`src/rtl/boot_seq_pkg.sv`:
```
// Package: shared types for the start-up vector sequencer.
// Assumes: nothing beyond a synchronous design flow.
package boot_seq_pkg;

    typedef enum logic [1:0] {
        ST_SETTLE   = 2'd0,
        ST_FETCH_SP = 2'd1,
        ST_FETCH_PC = 2'd2,
        ST_RUN      = 2'd3
    } boot_state_e;

endpackage

```
`src/rtl/boot_settle_timer.sv`:
```
// Module: counts settling cycles after reset release and flags expiry.
// Assumes: CYCLES >= 1; en stays high until expired_o has been seen.
module boot_settle_timer #(
    parameter int CYCLES = 6,
    localparam int CNT_W = $clog2(CYCLES + 1)
) (
    input  logic clk,
    input  logic rst_n,
    input  logic en,
    output logic expired_o
);
    logic [CNT_W-1:0] cnt_q;

    assign expired_o = en && (cnt_q == CNT_W'(CYCLES - 1));

    // Advance the count while waiting and not yet at the limit.
    always_ff @(posedge clk) begin
        if (!rst_n)
            cnt_q <= '0;
        else if (en && !expired_o)
            cnt_q <= cnt_q + CNT_W'(1);
    end
endmodule

```
`src/rtl/boot_vec_regs.sv`:
```
// Module: stack pointer and micro-coded program counter registers, plus
// fetch address and PC-relative target formed from the PC upper field.
// Assumes: ld_sp and ld_pc are never high together.
module boot_vec_regs #(
    parameter int ADDR_W = 32,
    parameter int UPC_W  = 12,
    localparam int PC_W  = ADDR_W + UPC_W
) (
    input  logic              clk,
    input  logic              rst_n,
    input  logic              ld_sp,
    input  logic              ld_pc,
    input  logic [ADDR_W-1:0] word_i,
    input  logic [ADDR_W-1:0] disp_i,
    output logic [ADDR_W-1:0] sp_o,
    output logic [PC_W-1:0]   pc_o,
    output logic [ADDR_W-1:0] fetch_addr_o,
    output logic [ADDR_W-1:0] rel_target_o
);
    logic [ADDR_W-1:0] sp_q;
    logic [PC_W-1:0]   pc_q;

    // Load the stack pointer from the first vector word.
    always_ff @(posedge clk) begin
        if (!rst_n)
            sp_q <= '0;
        else if (ld_sp)
            sp_q <= word_i;
    end

    // Load the PC shifted above a cleared micro-code pointer field.
    always_ff @(posedge clk) begin
        if (!rst_n)
            pc_q <= '0;
        else if (ld_pc)
            pc_q <= {word_i, {UPC_W{1'b0}}};
    end

    assign sp_o         = sp_q;
    assign pc_o         = pc_q;
    assign fetch_addr_o = pc_q[PC_W-1:UPC_W];
    assign rel_target_o = pc_q[PC_W-1:UPC_W] + disp_i;
endmodule

```
`src/rtl/boot_vector_sequencer.sv`:
```
// Module: start-up sequencer. Waits SETTLE_CYCLES after reset release,
// reads the stack pointer vector and then the PC vector from the top of
// memory, and blocks exception redirects until the PC is loaded.
// Assumes: the memory holds data valid whenever it raises rd_ack_i.
module boot_vector_sequencer #(
    parameter int ADDR_W        = 32,
    parameter int UPC_W         = 12,
    parameter int SETTLE_CYCLES = 6,
    localparam int PC_W         = ADDR_W + UPC_W,
    localparam int WORD_BYTES   = ADDR_W / 8
) (
    input  logic              clk,
    input  logic              rst_n,
    output logic              rd_req_o,
    output logic [ADDR_W-1:0] rd_addr_o,
    input  logic              rd_ack_i,
    input  logic [ADDR_W-1:0] rd_data_i,
    input  logic              exc_req_i,
    output logic              exc_redirect_o,
    input  logic [ADDR_W-1:0] disp_i,
    output logic [ADDR_W-1:0] sp_o,
    output logic [PC_W-1:0]   pc_o,
    output logic [ADDR_W-1:0] fetch_addr_o,
    output logic [ADDR_W-1:0] rel_target_o,
    output logic              boot_done_o,
    output logic              booted_o
);
    import boot_seq_pkg::*;

    localparam logic [ADDR_W-1:0] ADDR_TOP = '1;
    localparam logic [ADDR_W-1:0] PC_VEC   = ADDR_TOP - ADDR_W'(WORD_BYTES - 1);
    localparam logic [ADDR_W-1:0] SP_VEC   = PC_VEC - ADDR_W'(WORD_BYTES);

    boot_state_e state_q, state_d;
    logic        settle_done;
    logic        ld_sp, ld_pc;
    logic        done_q;

    boot_settle_timer #(.CYCLES(SETTLE_CYCLES)) u_settle (
        .clk       (clk),
        .rst_n     (rst_n),
        .en        (state_q == ST_SETTLE),
        .expired_o (settle_done)
    );

    // Next-state and load strobes of the start-up sequence.
    always_comb begin
        state_d = state_q;
        ld_sp   = 1'b0;
        ld_pc   = 1'b0;
        unique case (state_q)
            ST_SETTLE:   if (settle_done) state_d = ST_FETCH_SP;
            ST_FETCH_SP: if (rd_ack_i) begin
                             ld_sp   = 1'b1;
                             state_d = ST_FETCH_PC;
                         end
            ST_FETCH_PC: if (rd_ack_i) begin
                             ld_pc   = 1'b1;
                             state_d = ST_RUN;
                         end
            ST_RUN:      state_d = ST_RUN;
            default:     state_d = ST_SETTLE;
        endcase
    end

    // State register with a defined reset value.
    always_ff @(posedge clk) begin
        if (!rst_n)
            state_q <= ST_SETTLE;
        else
            state_q <= state_d;
    end

    // One-cycle done pulse registered alongside the PC load.
    always_ff @(posedge clk) begin
        if (!rst_n)
            done_q <= 1'b0;
        else
            done_q <= ld_pc;
    end

    boot_vec_regs #(.ADDR_W(ADDR_W), .UPC_W(UPC_W)) u_regs (
        .clk          (clk),
        .rst_n        (rst_n),
        .ld_sp        (ld_sp),
        .ld_pc        (ld_pc),
        .word_i       (rd_data_i),
        .disp_i       (disp_i),
        .sp_o         (sp_o),
        .pc_o         (pc_o),
        .fetch_addr_o (fetch_addr_o),
        .rel_target_o (rel_target_o)
    );

    assign rd_req_o       = (state_q == ST_FETCH_SP) || (state_q == ST_FETCH_PC);
    assign rd_addr_o      = (state_q == ST_FETCH_PC) ? PC_VEC : SP_VEC;
    assign booted_o       = (state_q == ST_RUN);
    assign boot_done_o    = done_q;
    assign exc_redirect_o = exc_req_i && booted_o;
endmodule

```
`config.mk`:
```
export PLATFORM = sky130hd
export DESIGN_NAME = boot_vector_sequencer
export DESIGN_NICKNAME = d
export VERILOG_FILES = /design/src/rtl/boot_seq_pkg.sv /design/src/rtl/boot_settle_timer.sv /design/src/rtl/boot_vec_regs.sv /design/src/rtl/boot_vector_sequencer.sv
export SDC_FILE = /design/constraint.sdc
export NUM_CORES = 1
export LEC_CHECK = 0
export BUFFER_PORTS_ARGS = -buffer_cell sky130_fd_sc_hd__buf_2
export CAP_MARGIN = 25
export CORE_MARGIN = 1.5
export CORE_UTILIZATION = 43
export CTS_CLUSTER_SIZE = 40
export DETAILED_ROUTE_END_ITERATION = 10
export PLACE_DENSITY = 0.89
export SLEW_MARGIN = 20
export SYNTH_ARGS = -nofsm -noshare
export SYNTH_HDL_FRONTEND = slang
export SYNTH_HIERARCHICAL = 1
export SYNTH_SLANG_ARGS = --single-unit
export TNS_END_PERCENT = 100
```
`constraint.sdc`:
```
create_clock -name clk -period 2.9 [get_ports clk]
set_input_delay 0.29 -clock clk [delete_from_list [all_inputs] [get_ports clk]]
set_output_delay 0.29 -clock clk [all_outputs]
set_load 0.005 [all_outputs]
```
# After elaboration in Yosys (flattened, before gate mapping)
# Cells that the tools add are included.
[op_classes] n_addsub=2 n_eq_ne=7 muxes=8 n_reduce_logical=7
[op_table] cell="$add A32 B32 Y32" n=1
[op_table] cell="$pmux W2 S4" n=1
[op_table] cell="$mux W2" n=3
[op_table] cell="$ne A2 B2 Y1 const B" n=3
[op_table] cell="$eq A2 B2 Y1 const B" n=2
[op_table] cell="$add A3 B1 Y3 const B" n=1
[op_table] cell="$eq A3 B3 Y1 const B" n=1
[op_table] cell="$logic_and A1 B1 Y1" n=3
[op_table] cell="$mux W1" n=3
[op_table] cell="$mux W3" n=1
[op_table] cell="$reduce_and A3 Y1" n=1
[op_table] cell="$eq A2 B1 Y1 const B" n=1
[op_table] cell="$logic_not A2 Y1" n=1
[op_table] cell="$logic_not A1 Y1" n=1
[op_table] cell="$logic_or A1 B1 Y1" n=1
[totals] register_bits=70 input_bits=68 out_inout_bits=176 wordCells=29

# Logic depth before layout (Yosys ltp)
# Gate-level depths: netlist of the first run.
[depth] ltp_word=4 depth_mapped=10 depth_no_buf=10

# Hierarchy
# Netlist of the first run, hierarchy kept.
[by_module_without_submodules] module="boot_vec_regs" instances=1 cells_per_inst=489 area_per_inst_um2=4413.0 seq_area_each_um2=1281.2
[by_module_without_submodules] module="boot_vector_sequencer" instances=1 cells_per_inst=55 area_per_inst_um2=449.2 seq_area_each_um2=60.1
[by_module_without_submodules] module="boot_settle_timer" instances=1 cells_per_inst=17 area_per_inst_um2=175.2 seq_area_each_um2=60.1

# Worst setup path before layout of the first run
# Ideal clock, no wire load.
[synth_timing] path_type="reg-to-output" from="reg u_regs.pc_q[12], in the netlist u_regs/pc_o[12]" to="out rel_target_o[26]" arrival_ns=2.601 required_ns=2.610 slack_ns=0.009 path_stages_with_launch=10 n_path_buf=0 cell_sequence="dfxtp_1 > ha_1 > fa_1 > a21o_1 > a221o_1 > a311oi_2 > nor4_1 > o31ai_1 > or3b_1 > xor2_1"
[synth_via] elab_chain_len=1
[synth_rtl] item="start: declaration" line="boot_vec_regs.sv:21" source="logic [PC_W-1:0] pc_q;"
[synth_rtl] item="start signal: assignment" line="boot_vec_regs.sv:36" source="pc_q <= {word_i, {UPC_W{1'b0}}};"
[synth_rtl] item="$add A32 B32 Y32" line="boot_vec_regs.sv:42" source="assign rel_target_o = pc_q[PC_W-1:UPC_W] + disp_i;"
[synth_rtl] item="end: declaration" line="boot_vector_sequencer.sv:24" source="output logic [ADDR_W-1:0] rel_target_o,"
# Every way passes these cells.

# Final worst setup path of the first run
# Ends and elaborated chain as after synthesis.

==> results of run 1 <==
==> how the worst max path moves through the flow <==
stage                       endpoint  slack [ns]  depth (start not counted)
floorplan           rel_target_o[26]       0.009                          9
global placement    rel_target_o[26]       -0.41                         12
detailed placement  rel_target_o[26]       -0.44                         12
CTS                 rel_target_o[26]       -0.54                         11
global route        rel_target_o[26]       -0.71                         11
finish              rel_target_o[26]       -0.56                         11
==> power groups by stage <==
stage	combinational [W]	sequential, W	clock, W
final	0.000781	0.00111	0.00119
after detailed placement	0.000736	0.00113	0
after global routing	0.000854	0.00112	0.00125
after floorplan	0.000487	0.00113	0
after CTS	0.000756	0.00111	0.00121
after global placement	0.000717	0.00112	0
==> cells in the mapped netlist (all sizes together), types with 2 or more instances <==
cell type and count:
a211oi 2, a21o 14, a21oi 35, a221o 2, a221oi 3, a31oi 4
and2 3, and3 6, and4b 2, buf 82, clkbuf 17, conb 3
dfxtp 70, ha 38, inv 9, mux2i 67, nand2 23, nand2b 5
nand3 6, nand4 5, nor2 18, nor2b 65, nor4 3, o211a 2
o211ai 3, o21a 3, o21ai 15, o21bai 4, o22a 2, or2 3
or3 3, xnor2 20, xor2 8
==> cell usage in the layout, fill, tap and decap left out, types with 3 or more instances in the layout <==
master     instances
xnor2_1           15
a21oi_1           29
xor2_1             6
a21o_1            14
nand4_1            5
or2_2              3
nand3_1            5
inv_1              9
clkbuf_16          9
ha_4               3
buf_6              7
buf_4             36
o211ai_1           3
mux2i_1           67
o21ai_2            3
o21ai_0           11
dfxtp_1           68
buf_2            200
o21bai_1           3
ha_1              35
nand2b_1           5
o21a_1             3
nand2_1           22
xnor2_2            5
nor2b_1           65
a21oi_2            6
conb_1            43
nor2_1            16
and3_1             4
==> cell families after synthesis <==
logic type      count (synthesis)
flops                          70
compound gates                101
other cells                     3
buf+inv                       108
simple gates                  145
fa+ha+maj                      39
mux                            67
xor+xnor                       28
==> worst max-delay path, delay by kind of cell, from the launching register on <==
family	cells	cell delay, ns
AO/OA/AOI/OAI	4	1.08
flip-flops	1	0.33
adder cells (fa/ha/maj)	2	0.51
AND/OR/NAND/NOR	2	0.44
XOR/XNOR	1	0.17
buffers and inverters	2	0.29
==> metal layers <==
metal / track usage, % / wire, um / up-vias
li1: - / - / 2231
met1: 25.8 / 5780 / 2143
met2: 37.0 / 7070 / 156
met3: 4.48 / 789 / 14
met4: 6.50 / 183 / 0
met5: 0 / 0 / -
==> state kept, by name, summed over array words and instances (netlist names) <==
name / cells
boot_done_o: 1
u_regs/pc_o: 32
u_regs/sp_o: 32
state_q: 2
u_settle/cnt_q: 3
==> area by class of cell <==
class	count	area share (%)
clock inverters	6	1.27
flip-flops and latches	70	21.0
clock buffers	10	3.57
multi-input cells	423	49.8
well taps	143	2.67
inverters	9	0.505
repair buffers	246	21.2
==> metrics by stage <==
step                setup slack, ns  cell area, sq um  util [%]
floorplan                   0.00870              5190         -
global placement             -0.411              6000      52.6
detailed placement           -0.437              6000      52.6
CTS                          -0.542              6470      56.7
global route                 -0.710              6690      58.6
finish                       -0.564              6690      58.6
==> repair_timing <==
item	CTS	global route
setup endpoints to repair	19	21
buffers inserted	5	7
resized for setup	21	31
pin swaps	12	26
==> impl_metrics.ini, run 1 <==
[power]
p_sw_share_pct = 28.3
p_sw_w = 0.000871
ir_worst_vdd_mv = 0.373
power_frac_clock_pct = 38.7
seq_power_share_pct = 36.0
comb_power_share_pct = 25.3
leakage_nw = 3.27
total_power_w = 0.00308
intPower_w = 0.00221
powerDensity_nw_per_um2 = 460

[grt]
grtUsageTotal_pct = 21.1
gr-total-overflow = 0
grt_max_degree = 74
grt_pass1_vias = 4253
grt_pass1_wl_mm = 21.3
grt_antenna_before_repair = 0

[sta]
drv_slew = 0
worst_slack_ns = -0.564
finalSetupViolCount = 18
period_needed_ns = 3.46
fin_skew_ns = 0.00497
period_share_pct = 119
setup_tns_ns = -4.41
hold-worst-slack_ns = 0.236
hold_viol_final = 0
rsz0062_at_grt = true
slew-limit-headroom_pct = 59.7
worst_pin_slew_ns = 0.604
fmax_ghz = 0.289

[floorplan]
die_area_sq_um = 12400
rows = 39
dieHeight_um = 111
die_width_um = 111
start_util_pct = 44.1
pin_count = 244
core_sq_um = 11400

[run_status]
violations = negative setup slack
status = finished with violations

[routing]
postRouteWirelength_mm = 13.8
ant_nets = 0
wl_per_cell_um = 15.2
route.detailed.drc = 0
dr.pass1.iters = 4
via_per_inst = 5.01
vias = 4544
drt-initial-drc-count = 192

[critical_path]
r2r-start = state_q[0]
r2r_setup_slack_ns = 1.03
end_kind = output port
cp.arrival_ns = 3.17
path_class = reg2out
rr_worst_depth = 6
start_kind = register
cp_slowest_stage_delay_ns = 0.35
required_ns = 2.61
cp_cell_sequence = ha_4 -> fa_2 -> a21o_1 -> a221o_1 -> a311oi_2 -> nor4_2 -> o31ai_1 -> buf_4 -> or3b_1 -> xor2_1 -> buf_2
crit_fanout = 2
cpMaxStageDelayCell = fa_2
r2r-end = u_regs/pc_o[40]
crit_start = u_regs/pc_o[12]

[placed_design]
dp_cells = 880
io_buffers = 200
place_congestion = 0.863
dp_hpwl_mm = 10.6

[clock_tree]
numCtsBuffers = 9
clockRootBuffer = clkbuf_16
cts_buffer_depth = 2
htree_levels = 3
path_clk_slew_ns = 0.06
postCtsHoldBufs = 0
clk_latency_ns = 0.33
cts_tree = built
cts_sinks = 70

[final_layout]
multiInputGateArea_sq_um = 3330
nets = 866
nFillCells = 1013
regArea_sq_um = 1410
diodes = 0
syn_to_final_growth_pct = 32.8
final_cells = 907
drive_gt1_share_pct = 40.7

[worst_hold_path]
hold_path_class = in2reg
min_from = rd_data_i[5]
whs_endpoint = u_regs/sp_o[5]
whs_path_depth = 3

[synth]
synth_edf_count = 0
yosys.area_share.adder_pct = 9.84
ys_types = 55
dominantRegCellSynth = dfxtp_1
synth-warning-count = 6
async_flop_share_pct = 0
synth_top_family_by_area = simple AND/OR/NAND/NOR gates
synthSimpleGateAreaFrac_pct = 16.3
netlist_area_sq_um = 5040
muxShareOfSynthArea_pct = 13.3
syn_avg_cell_area_sq_um = 8.98
synth_compound_gate_area_share_pct = 14.0
synth_top_cell_area_share_pct = 27.8
synthCells = 561
yosys.area.top_type = dfxtp_1
synth_seq_cells = 70
synthTopCellsByArea = dfxtp_1 28%, mux2i_1 13%, buf_4 11%, ha_1 9.4%, nor2b_1 8.1%
ys_seq_area_share_pct = 27.8
synth_xor_area_share_pct = 4.87

[flow_run]
drv_cap = 0
No activity file was read; power rests on OpenSTA's default activity.
==> run 2, diff against run 1 <==
Settings changed: PLACE_DENSITY 0.89 to 0.75.
==> run 2 against run 1 <==
Net effect: the flow still finishes with violations (negative setup slack); setup slack improved by 0.047 ns; critical path type unchanged; critical endpoint unchanged; worst hold slack got worse by 0.0088 ns; count of clock-buffer cells in the layout unchanged; clock power fell by 15%; clock skew about the same.
==> impl_metrics.ini, run 2 (synthesis results as in run 1) <==
[final_layout]
nets = 856
diodes = 0
final_core_util_pct = 56.8
syn_to_final_growth_pct = 28.8
finalInstanceArea_sq_um = 6490
final_cell_mix = 200 x buf_2, 68 x dfxtp_1, 67 x mux2i_1, 65 x nor2b_1, 43 x conb_1
drive_gt1_share_pct = 39.4
final_cells = 897
final_common_cell = buf_2

[critical_path]
cp.arrival_ns = 3.13
cpMaxStageDelayCell = a221o_1
required_ns = 2.61
end_kind = output port
start_kind = register
crit_fanout = 2
cp_slowest_stage_delay_ns = 0.36
cp_cell_sequence = ha_4 -> fa_2 -> a21o_1 -> a221o_1 -> a311oi_2 -> nor4_2 -> o31ai_1 -> buf_4 -> or3b_1 -> xor2_1 -> buf_2
path_class = reg2out

[sta]
hold-worst-slack_ns = 0.228
rsz0062_at_grt = true
setup_tns_ns = -3.64
slew-limit-headroom_pct = 47.9
hold_viol_final = 0
worst_pin_slew_ns = 0.781
period_share_pct = 118
period_needed_ns = 3.42
worst_slack_ns = -0.517
fmax_ghz = 0.293
finalSetupViolCount = 18
fin_skew_ns = 0.00511
drv_slew = 0

[grt]
grt_max_degree = 53
grtUsageTotal_pct = 19.9
grt_pass1_wl_mm = 20.0
grt_pass1_vias = 4028
grt_antenna_before_repair = 1
gr-total-overflow = 0

[floorplan]
dieHeight_um = 111
rows = 39
die_width_um = 111
pin_count = 244
die_area_sq_um = 12400
core_sq_um = 11400
start_util_pct = 44.1

[placed_design]
place_area_sq_um = 5940
dp_hpwl_mm = 9.64
io_buffers = 200
place_congestion = 0.902
dp_cells = 873

[clock_tree]
cts_buffer_depth = 2
clockRootBuffer = clkbuf_16
cts_sinks = 70
path_clk_slew_ns = 0.06
numCtsBuffers = 9
htree_levels = 3
clk_latency_ns = 0.34
cts_tree = built

[routing]
wl_per_cell_um = 14.5
postRouteWirelength_mm = 13.0
vias = 4408
drt-initial-drc-count = 207
ant_nets = 0
route.detailed.drc = 0
dr.pass1.iters = 5
via_per_inst = 4.91

[run_status]
violations = negative setup slack
status = finished with violations

[power]
leakage_nw = 3.17
powerDensity_nw_per_um2 = 442
ir_worst_vdd_mv = 0.268

[flow_run]
drv_cap = 0

[worst_hold_path]
hold_path_class = in2reg
[run 2: stage by stage]
| step | setup WS [ns] | power, W |
|---|---|---|
| after floorplan | 0.00870 | 0.00161 |
| after global placement | -0.385 | 0.00183 |
| after detailed placement | -0.425 | 0.00184 |
| after CTS | -0.510 | 0.00287 |
| after global routing | -0.656 | 0.00302 |
| final | -0.517 | 0.00287 |
[run 2: critical path: cells and delay by family, from the launching register on]
kind / cells / cell delay (ns)
adders and majority gates: 2 / 0.50
buffers and inverters: 2 / 0.29
xor gates and xnor gates: 1 / 0.15
AOI/OAI and AO/OA: 4 / 1.07
DFF: 1 / 0.34
and+or+nand+nor: 2 / 0.44
[run 2: per-layer routing]
layer / routed length [um] / global-route usage, % / vias to the layer above / part of all wire [%]
met5: 0 / 0 / - / 0
met4: 340 / 8.61 / 0 / 2.6
met3: 708 / 3.50 / 26 / 5.5
met2: 6310 / 34.5 / 173 / 49
met1: 5600 / 24.2 / 1993 / 43
li1: - / - / 2216 / -
[run 2: area by class of cell]
type                    instances  area [sq um]
fillers                      1068          4930
multi-input cells             423          3310
flip-flops and latches         70          1400
repair buffers                236          1300
clock buffers                  10           229
well taps                     143           179
clock inverters                 6          38.8
inverters                       9          33.8
[run 2: worst paths after layout]
kind | slack [ns] | to | cells after the start | startpoint
max | -0.52 | rel_target_o[26] | 11 | u_regs/pc_o[12]
min reg2reg | 0.49 | u_settle/cnt_q[1] | 2 | u_settle/cnt_q[1]
min | 0.23 | u_regs/pc_o[27] | 3 | rd_data_i[15]
max reg2reg | 1.04 | u_regs/pc_o[25] | 6 | state_q[0]
[run 2: repair_timing]
action                                  CTS  global route
gates resized for setup                  18            28
setup buffers                             3             7
endpoints found under the setup margin   19            23
pin swaps                                16            24
hold endpoints to repair                  0             0
hold buffers                              0             0
[run 2: power breakdown]
| group | leakage (nW) | internal (W) | switching, W |
|---|---|---|---|
| Sequential | 0.567 | 0.00105 | 0.0000595 |
| Clock | 0.128 | 0.000575 | 0.000434 |
| Combinational | 2.47 | 0.000374 | 0.000375 |
==> run 3, diff against run 2 <==
Settings changed: CTS_BUF_LIST from default to sky130_fd_sc_hd__clkbuf_16.
==> run 3 against run 2 <==
Net effect: the run still ends with negative setup slack left; sequential cell count unchanged; critical path depth did not move; total power is 0.11% lower; count of clock-buffer cells in the layout decreased by 1; clock skew about the same; combinational power hardly changed; critical endpoint unchanged; largest cell class unchanged; highest routed layer unchanged.
==> impl_metrics.ini, run 3 (synthesis results as in run 1) <==
[floorplan]
start_util_pct = 44.1
core_sq_um = 11400
pin_count = 244
die_area_sq_um = 12400
rows = 39
die_width_um = 111
dieHeight_um = 111

[final_layout]
final_core_util_pct = 56.8
nets = 856
drive_gt1_share_pct = 39.4
syn_to_final_growth_pct = 28.8
final_cell_mix = 200 x buf_2, 68 x dfxtp_1, 67 x mux2i_1, 65 x nor2b_1, 43 x conb_1
final_cells = 897
final_common_cell = buf_2
diodes = 0

[clock_tree]
numCtsBuffers = 9
htree_levels = 3
cts_buffer_depth = 2
clockRootBuffer = clkbuf_16
cts_tree = built
clk_latency_ns = 0.34
cts_sinks = 70
path_clk_slew_ns = 0.06
postCtsHoldBufs = 0

[power]
seq_power_share_pct = 38.7
p_sw_share_pct = 30.3
powerDensity_nw_per_um2 = 441
leakage_nw = 3.17
power_frac_clock_pct = 35.1
intPower_w = 0.00199
ir_worst_vdd_mv = 0.268
comb_power_share_pct = 26.1
p_sw_w = 0.000869

[worst_hold_path]
hold_path_class = in2reg
min_from = rd_data_i[15]

[sta]
worst_pin_slew_ns = 0.779
setup_tns_ns = -3.69
hold_viol_final = 0
period_needed_ns = 3.42
fmax_ghz = 0.293
finalSetupViolCount = 18
drv_slew = 0
slew-limit-headroom_pct = 48.0
fin_skew_ns = 0.00535
rsz0062_at_grt = true
worst_slack_ns = -0.517
period_share_pct = 118

[critical_path]
path_class = reg2out
end_kind = output port
cp_slowest_stage_delay_ns = 0.36
cp.arrival_ns = 3.13
start_kind = register
cp_cell_sequence = ha_4 -> fa_2 -> a21o_1 -> a221o_1 -> a311oi_2 -> nor4_2 -> o31ai_1 -> buf_4 -> or3b_1 -> xor2_1 -> buf_2
crit_start = u_regs/pc_o[12]
crit_fanout = 2
required_ns = 2.61
cpMaxStageDelayCell = a221o_1
r2r-start = state_q[0]

[routing]
dr.pass1.iters = 5
postRouteWirelength_mm = 13.0
ant_nets = 0
drt-initial-drc-count = 207
wl_per_cell_um = 14.5
via_per_inst = 4.91
vias = 4407
route.detailed.drc = 0

[placed_design]
place_congestion = 0.902
io_buffers = 200
dp_hpwl_mm = 9.64
dp_cells = 873

[grt]
grt_antenna_before_repair = 1
grtUsageTotal_pct = 19.9
grt_max_degree = 53
grt_pass1_vias = 4028
grt_pass1_wl_mm = 20.0
gr-total-overflow = 0

[run_status]
status = finished with violations
violations = negative setup slack

[flow_run]
drv_cap = 0
[run 3: what timing repair did]
item,CTS,global route
resized for setup,18,28
pin swaps,16,24
endpoints found under the setup margin,19,23
buffers inserted,3,7
[run 3: final timing paths]
path | to | slack [ns] | cells after the start
max | rel_target_o[26] | -0.52 | 11
min | u_regs/pc_o[27] | 0.23 | 3
max reg2reg | u_regs/pc_o[25] | 1.05 | 6
min reg2reg | u_settle/cnt_q[1] | 0.49 | 2
[run 3: per-layer routing]
metal	routed length (um)	global-route usage, %	vias to the layer above
met3	739	3.50	26
met5	0	0	-
met2	6310	34.5	181
met1	5570	24.2	1984
met4	340	8.61	0
li1	-	-	2216
[run 3: final cells by class]
| type | instances | area [sq um] |
|---|---|---|
| Sequential cell | 70 | 1400 |
| Timing Repair Buffer | 236 | 1300 |
| Clock buffer | 9 | 225 |
| Tap cell | 143 | 179 |
| Multi-Input combinational cell | 423 | 3310 |
| Inverter | 9 | 33.8 |
| Clock inverter | 7 | 42.5 |
| Fill cell | 1068 | 4930 |
[run 3: critical path: cells and delay by family (launching register included)]
family | cells | cell delay, ns
XOR/XNOR | 1 | 0.15
flip-flops | 1 | 0.34
AND/OR/NAND/NOR | 2 | 0.44
adder cells (fa/ha/maj) | 2 | 0.50
buffers and inverters | 2 | 0.29
AO/OA/AOI/OAI | 4 | 1.07
[run 3: power by group through the flow]
stage / clock [W] / sequential [W] / combinational [W]
6_report: 0.00101 / 0.00111 / 0.000749
5_1_grt: 0.00107 / 0.00112 / 0.000829
4_1_cts: 0.00102 / 0.00111 / 0.000732
3_5_place_dp: 0 / 0.00113 / 0.000719
3_3_place_gp: 0 / 0.00112 / 0.000708
2_1_floorplan: 0 / 0.00113 / 0.000487
[run 3: stage by stage]
step	hold slack, ns	instance area (sq um)	power, W	setup slack, ns
after floorplan	0.423	5190	0.00161	0.00870
after global routing	0.231	6490	0.00302	-0.656
final	0.227	6490	0.00286	-0.517
after detailed placement	0.476	5940	0.00184	-0.425
after global placement	0.468	5940	0.00183	-0.385
after CTS	0.221	6320	0.00286	-0.510
